<file path="src/rtl/serial_regbank.sv">
module serial_regbank #(
  parameter int NREG    = 9,
  parameter int DW      = 16,
  parameter int AW      = 3,
  parameter int RW      = 5,
  parameter int PTR_REG = 7
) (
  input  logic                 clk,
  input  logic                 rst_n,
  input  logic [AW-1:0]        chip_id,
  input  logic                 sen_n,
  input  logic                 sclk,
  input  logic                 sdi,
  output logic                 sdo,
  output logic [NREG*DW-1:0]   cfg
);

  localparam int FW  = AW + RW + DW;
  localparam int RDW = 2 * FW;
  localparam int CW  = $clog2(RDW + 2);
  localparam logic [CW-1:0] FW_C   = CW'(FW);
  localparam logic [CW-1:0] LAST_C = CW'(FW - 1);
  localparam logic [CW-1:0] RDW_C  = CW'(RDW);
  localparam logic [RW-1:0] NREG_R = RW'(NREG);
  localparam logic [RW-1:0] PTR_R  = RW'(PTR_REG);

  logic [2:0]    sclk_p, sen_p;
  logic [1:0]    sdi_p;
  logic [FW-1:0] sh, osh, nxt;
  logic [CW-1:0] cnt;
  logic          rd_act;
  logic [DW-1:0] bank [NREG];
  logic [DW-1:0] rd_word;

  wire active    = ~sen_p[1];
  wire sclk_rise = sclk_p[1] & ~sclk_p[2];
  wire sen_fall  = ~sen_p[1] & sen_p[2];
  wire sen_rise  = sen_p[1] & ~sen_p[2];

  assign nxt = {sdi_p[1], sh[FW-1:1]};

  wire [AW-1:0] f_addr = sh[AW-1:0];
  wire [RW-1:0] f_reg  = sh[AW+RW-1:AW];
  wire [DW-1:0] f_dat  = sh[FW-1:AW+RW];
  wire [AW-1:0] n_addr = nxt[AW-1:0];
  wire [RW-1:0] n_reg  = nxt[AW+RW-1:AW];
  wire [RW-1:0] n_ptr  = nxt[AW+RW+RW-1:AW+RW];

  wire len_ok   = (cnt == FW_C) || (rd_act && cnt == RDW_C);
  wire commit   = sen_rise && (f_addr == chip_id) && (f_reg < NREG_R) && len_ok;
  wire rd_start = (cnt == LAST_C) && (n_addr == chip_id) && (n_reg == PTR_R);

  always_comb begin
    rd_word = '0;
    for (int i = 0; i < NREG; i++)
      if (n_ptr == RW'(i)) rd_word = bank[i];
  end

  always_ff @(posedge clk or negedge rst_n) begin
    if (!rst_n) begin
      sclk_p <= '0;
      sen_p  <= '1;
      sdi_p  <= '0;
    end else begin
      sclk_p <= {sclk_p[1:0], sclk};
      sen_p  <= {sen_p[1:0], sen_n};
      sdi_p  <= {sdi_p[0], sdi};
    end
  end

  always_ff @(posedge clk or negedge rst_n) begin
    if (!rst_n) begin
      sh     <= '0;
      osh    <= '0;
      cnt    <= '0;
      rd_act <= 1'b0;
    end else if (sen_fall) begin
      cnt    <= '0;
      rd_act <= 1'b0;
    end else if (active && sclk_rise) begin
      if (cnt < FW_C)   sh  <= nxt;
      if (cnt <= RDW_C) cnt <= cnt + 1'b1;
      if (rd_start) begin
        rd_act <= 1'b1;
        osh    <= {{(FW-DW){1'b0}}, rd_word};
      end else if (rd_act) begin
        osh <= osh >> 1;
      end
    end
  end

  always_ff @(posedge clk or negedge rst_n) begin
    if (!rst_n)          sdo <= 1'b0;
    else if (!active)    sdo <= 1'b0;
    else if (sclk_rise)  sdo <= rd_act && (cnt >= FW_C) && (cnt < RDW_C) && osh[0];
  end

  always_ff @(posedge clk or negedge rst_n) begin
    if (!rst_n) begin
      for (int i = 0; i < NREG; i++) bank[i] <= '0;
    end else if (commit) begin
      for (int i = 0; i < NREG; i++)
        if (f_reg == RW'(i)) bank[i] <= f_dat;
    end
  end

  for (genvar g = 0; g < NREG; g++) begin : g_out
    assign cfg[g*DW +: DW] = bank[g];
  end


  cfg_hold_chk: assert property (@(posedge clk) disable iff (!rst_n)
    !$past(sen_rise) |-> $stable(cfg));


  foreign_addr_chk: assert property (@(posedge clk) disable iff (!rst_n)
    $past(sen_rise && (f_addr != chip_id)) |-> $stable(cfg));


  bad_reg_chk: assert property (@(posedge clk) disable iff (!rst_n)
    $past(sen_rise && (f_reg >= NREG_R)) |-> $stable(cfg));


  sdo_quiet_chk: assert property (@(posedge clk) disable iff (!rst_n)
    $past(!rd_act) |-> !sdo);


  read_phase_chk: assert property (@(posedge clk) disable iff (!rst_n)
    rd_act |-> (cnt >= FW_C));

endmodule

</file>
<file path="config.mk">
export PLATFORM = sky130hd
export DESIGN_NAME = serial_regbank
export DESIGN_NICKNAME = d
export VERILOG_FILES = /design/src/rtl/serial_regbank.sv
export SDC_FILE = /design/constraint.sdc
export NUM_CORES = 1
export LEC_CHECK = 0
export ABC_CLOCK_PERIOD_IN_PS = 6900
export BUFFER_PORTS_ARGS = -buffer_cell sky130_fd_sc_hd__buf_2
export CORE_MARGIN = 2
export CORE_UTILIZATION = 30
export DETAILED_ROUTE_END_ITERATION = 12
export PLACE_DENSITY_LB_ADDON = 0.08
export SYNTH_ARGS = -nofsm -noshare
export SYNTH_HDL_FRONTEND = slang
export SYNTH_SLANG_ARGS = --single-unit
</file>
<file path="constraint.sdc">
create_clock -name clk -period 6.9 [get_ports clk]
set_input_delay 1.725 -clock clk [delete_from_list [all_inputs] [get_ports clk]]
set_output_delay 1.725 -clock clk [all_outputs]
set_load 0.01 [all_outputs]
</file>
Word level (Yosys, flattened, before mapping)
Index checks and enable logic that the tools add are counted.
- bits in registers: 208
- output and inout port bits: 145
- logic and storage cells: 102
- add/sub/neg operators: 1
- $lt $le $gt $ge: 5
- equal/unequal tests: 22
- mux-type cells: 19
- bitwise logic cells: 7
- reduce and logical (&&, ||, !) cells: 31
- operators with widths (operator ; number):
    16-bit two-way mux ; 9
    24-bit two-way mux ; 2
    5-bit by 3-bit equality test with 1-bit output, second input constant ; 9
    2-bit AND reduction ; 11
    5-bit by 2-bit equality test with 1-bit output, second input constant ; 4
    6-bit two-way mux ; 3
    6-bit by 5-bit equality test with 1-bit output, second input constant ; 2
    5-bit by 1-bit equality test with 1-bit output, second input constant ; 2
    5-bit by 4-bit equality test with 1-bit output, second input constant ; 2
    1-bit logical AND ; 10
    5-bit logical NOT ; 2
    2-bit nonzero test ; 5
    6-bit by 1-bit adder with 6-bit output, second input constant ; 1
    3-bit equality test ; 2
    6-bit equality test, second input constant ; 1
    6-bit by 5-bit >= comparator with 1-bit output, second input constant ; 1
    6-bit <= comparator, second input constant ; 1
    6-bit by 5-bit < comparator with 1-bit output, second input constant ; 1
    6-bit < comparator, second input constant ; 1
    3-bit AND reduction ; 2
    5-bit by 4-bit < comparator with 1-bit output, second input constant ; 1
    1-bit two-way mux ; 5
    1-bit inverter ; 4
    1-bit AND ; 3
    1-bit logical OR ; 1

Logic depth before layout (Yosys ltp)
- word-level depth: 11
- gate-level depth with buffers: 9
- gate-level depth less buffers: 7

Worst setup path before layout
No wires, ideal clock.
- path type: input to register
- from: in chip_id[0]
- to: reg bank (netlist bit cfg[10])
- data arrival time: 3.341 ns
- data required time: 6.775 ns
- setup slack: 3.434 ns
- stages on the path: 7
- cells stage by stage: xor2_1 > nor2_1 > nand4_4 > or4b_4 > buf_6 > buf_12 > mux2_4
- cells in the longest elaborated chain, start to end: 5
- RTL lines (item ; line ; text):
    start, declared ; 10 ; input logic [AW-1:0] chip_id,
    3-bit equality test ; 50 ; wire commit = sen_rise && (f_addr == chip_id) && (f_reg < NREG_R) && len_ok;
    1-bit logical AND (3 in series) ; 50 ;
    2-bit AND reduction (no source line) ; -- ;
    end signal, assigned by index ; 103 ; if (f_reg == RW'(i)) bank[i] <= f_dat;
    end, declared ; 32 ; logic [DW-1:0] bank [NREG];
Every way passes these cells.
A chain may end at the register's enable or synchronous reset.

Final worst setup path
- from: in chip_id[0]
- to: reg bank (netlist bit cfg[38])
The elaborated chain is that of the path after synthesis.

==> results.md <==
- Worst Max-Slew Pin Slew: between 1 and 1.5 ns
- Number of placement rows: 64
- Bufs and invs on worst path: 1
- Setup repair after global routing missed its margin: no
- Share of the synthesized area in the top cell type: 0.5265
- Category of the most critical setup path: in2reg
- Synth warnings: 0
- Final critical-path setup slack: 3.182 ns
- Die Span Y: 180.7 um
- Total congestion overflow: 0
- Leak pwr: 5.725 nW
- Placed standard-cell area: 10,490 um2
- Synth unique cells: 60
- Time the worst path needs with I/O delays and setup: 3.718 ns
- Diode insertion count for antenna repair: 0
- Cells along the critical path: buf_2, xor2_1, nor2_1, nand4_4, nor4_4, mux2_2
- Placed Instances: 1,221
- Number of failing setup endpoints in the final timing report: 0
- Critical path capture point: cfg[38]
- Yosys reg bits: 200
- Synthesized area divided by synthesized cell count: 13.01 um2
- Final setup skew: 0.01424 ns
- Synth Net Count: 730
- Fin. Hold Viols: 0
- Clock buffer count from CTS: 17
- Clock-pin slew on the worst setup and hold paths: ~0.070 ns
- Max-capacitance violation count: 0
- Initial DRC Count: 332
- Most common library cells after synthesis: 197 x sky130_fd_sc_hd__dfrtp_1, 186 x sky130_fd_sc_hd__mux2_2, 47 x sky130_fd_sc_hd__clkbuf_1, 27 x sky130_fd_sc_hd__nor2_1, 22 x sky130_fd_sc_hd__nand2_1
- Endpoint of the worst register-to-register path: cfg[38]
- Clock H-tree levels: 4
- Library cell with the highest instance count after synthesis: sky130_fd_sc_hd__dfrtp_1
- Biggest cell delay along the critical path: between 1 and 1.5 ns
- Number of port buffers: 152
- Post-synthesis instance area: 9364 um2
- Maximum clock frequency: 0.2689 GHz
- Final design instance area without fill: 11,100 um2
- Routability congestion estimate from global placement: 0.7722
- Wire length of the first global-routing pass: 44,130 um
- Die ar.: 32,640 um2
- Period utilization: 0.5389
- Post-synth top flop: sky130_fd_sc_hd__dfrtp_1
- Sort of element at the end of the critical path: flip-flop
- Stages on worst setup path: 6
- Top cells by area in the synthesized netlist: sky130_fd_sc_hd__dfrtp_1 53%, sky130_fd_sc_hd__mux2_2 22%, sky130_fd_sc_hd__clkbuf_1 1.9%
- Area growth from synthesis to final layout: 18.52%
- Fraction of final layout cells sized beyond drive strength 1: 0.4889
- Slowest cell on the critical path: sky130_fd_sc_hd__nor4_4
- Hold-fix buffers, CTS: 0
- Largest net degree at the start of global routing: 83
- CORE AREA: 30,670 um2
- Resized Gates After CTS: 0
- Required time of the critical path: 7.21 ns
- # DRC: 0
- Starting utilization of the core area: 0.3053
- Power Dens Cells: 211.7 nW/um2
- Clock latency of the later-clocked register in the worst-skew pair: between 0.4 and 0.5 ns
- Result of the run: finished clean
- Final sum of negative setup slack: 0 ns
- Vias in the first global route: 6,713
- Total via count in the routed design: 6,462
- Data arrival at the endpoint of the critical path: 4.03 ns
- Floorplan die width: 180.7 um
- Largest voltage drop on the vdd net: between 0.15 and 0.2 mV
- Final-stage net count: about 850
- Worst-case clock buffer depth: 2
- Layout Cells excl Fill: approximately 1,300
- DRT Wirelength: 28,870 um
- Cell type contributing the most total cell area after synthesis: sky130_fd_sc_hd__dfrtp_1
- Wire length per cell after detailed routing: 23.04 um
- CTS tree: yes
- Final antenna-violating net count: 0
- Minimum setup slack after placement: 2.694 ns
- Worst min path class: reg2reg
- Max-slew violation count: 0
- Part of the Yosys area used for sequential elements: 0.5349
- Post-route total power: about 0.0023 W
- Worst slew margin relative to its limit: 0.1378
- Critical Path Start: chip_id[0]
- Worst R2R Path Depth: 5
- Clock root cell: sky130_fd_sc_hd__clkbuf_16
- Initial antenna violation count: 0
- Worst setup SP type: input port
- Vias per cell: between 5 and 6
- Launching point of the worst reg2reg path: cnt[3]
- Family with the most delay on the worst path: simple AND/OR/NAND/NOR gates
- Post-CTS repair timing setup buffer count: 0
- Drt pass-1 iters: 4
- Post-detail-place hpwl: 19,720 um
- Largest driver fanout on the critical path: 16
- Number of placed I/O pins: 153
- Gate count of the mapped netlist: 720
- Number of clock sinks: 200
- Slack of the worst reg-to-reg path: roughly 3.7 ns
- Aggregate global-route resource usage: 0.1781
- EDFF count, synth: 0
- Post-synth ARST share: 1.000
==> worst reg2reg max path: cells and delay by family (launching register included) <==
family / cells / cell delay (ns)
multiplexers: 1 / 0.45
flip-flops: 1 / 0.45
AND/OR/NAND/NOR: 3 / 1.94
AO/OA/AOI/OAI: 1 / 0.24
==> cells by family after synthesis <==
logic type	after synthesis	synth area share
AOI/OAI and AO/OA	92	0.07656
DFF	200	0.5349
buffers and inverters	67	0.03167
muxes	202	0.2461
xor gates and xnor gates	10	0.009354
and+or+nand+nor	147	0.09875
adders and majority gates	2	0.002672
==> registers in the layout, indices dropped and copies added (netlist names) <==
name / count
osh: 16
cnt: 6
sclk_p: 3
sdi_p: 2
rd_act: 1
sen_p: 3
sh: 24
cfg: 144
sdo: 1
==> per-layer routing <==
layer	share of wire	up-vias	track usage
li1	-	2889	-
met1	0.47	3414	0.2482
met2	0.48	145	0.2867
met3	0.046	14	0.03739
met4	0.0083	0	0.03548
met5	0	-	0
==> cell usage in the layout, fill, tap and decap left out, types with 5 or more instances in the layout <==
cell type | Yosys | final
sky130_fd_sc_hd__a211oi_1 | 16 | 16
sky130_fd_sc_hd__nand2_1 | 22 | 22
sky130_fd_sc_hd__o221ai_1 | 14 | 14
sky130_fd_sc_hd__buf_4 | 1 | 16
sky130_fd_sc_hd__a22o_1 | 14 | 14
sky130_fd_sc_hd__and3_1 | 14 | 14
sky130_fd_sc_hd__buf_2 | 8 | 151
sky130_fd_sc_hd__or3_1 | 14 | 14
sky130_fd_sc_hd__inv_6 | 0 | 5
sky130_fd_sc_hd__nor2b_1 | 21 | 21
sky130_fd_sc_hd__mux2_4 | 10 | 10
sky130_fd_sc_hd__a221oi_1 | 16 | 16
sky130_fd_sc_hd__dfrtp_1 | 197 | 196
sky130_fd_sc_hd__nand2b_1 | 8 | 8
sky130_fd_sc_hd__nor2_1 | 27 | 27
sky130_fd_sc_hd__o21ai_0 | 19 | 19
sky130_fd_sc_hd__mux2_2 | 186 | 186
sky130_fd_sc_hd__mux2i_1 | 6 | 6
sky130_fd_sc_hd__clkbuf_16 | 0 | 17
sky130_fd_sc_hd__xor2_1 | 8 | 8
==> power by group <==
| group | total (W) | switching, W | internal (W) |
|---|---|---|---|
| Sequential | 0.00124 | 0.0000567 | 0.00119 |
| Clock | 0.00105 | 0.000493 | 0.000553 |
| Combinational | 0.0000582 | 0.0000362 | 0.0000219 |
==> per-stage QoR <==
| stage | hold WS, ns | utilization |
|---|---|---|
| after floorplan | 0.3312 | - |
| after global placement | 0.3354 | 0.3420 |
| after detailed placement | 0.3363 | 0.3420 |
| after CTS | 0.3626 | 0.3619 |
| after global routing | 0.3698 | 0.3619 |
| final | 0.3607 | 0.3619 |
==> how the worst min path moves through the flow <==
stage              start   endpoint  depth (start not counted)  slack (ns)
2_1_floorplan  sclk_p[0]  sclk_p[1]                          0        0.33
3_3_place_gp    sdi_p[0]   sdi_p[1]                          0        0.34
3_5_place_dp   sclk_p[0]  sclk_p[1]                          0        0.34
4_1_cts        sclk_p[0]  sclk_p[1]                          0        0.36
5_1_grt         sen_p[0]   sen_p[1]                          0        0.37
6_report       sclk_p[0]  sclk_p[1]                          0        0.36
==> layout make-up <==
class | count | area [um2]
Clock inverter | 14 | 178.9
Fill cell | 3023 | 19570
Multi-Input combinational cell | 453 | 4080
Sequential cell | 200 | 5010
Clock buffer | 18 | 429.2
Inverter | 4 | 15.01
Tap cell | 396 | 495.5
Timing Repair Buffer | 168 | 889.6
Power figures use the tool's default switching activity.
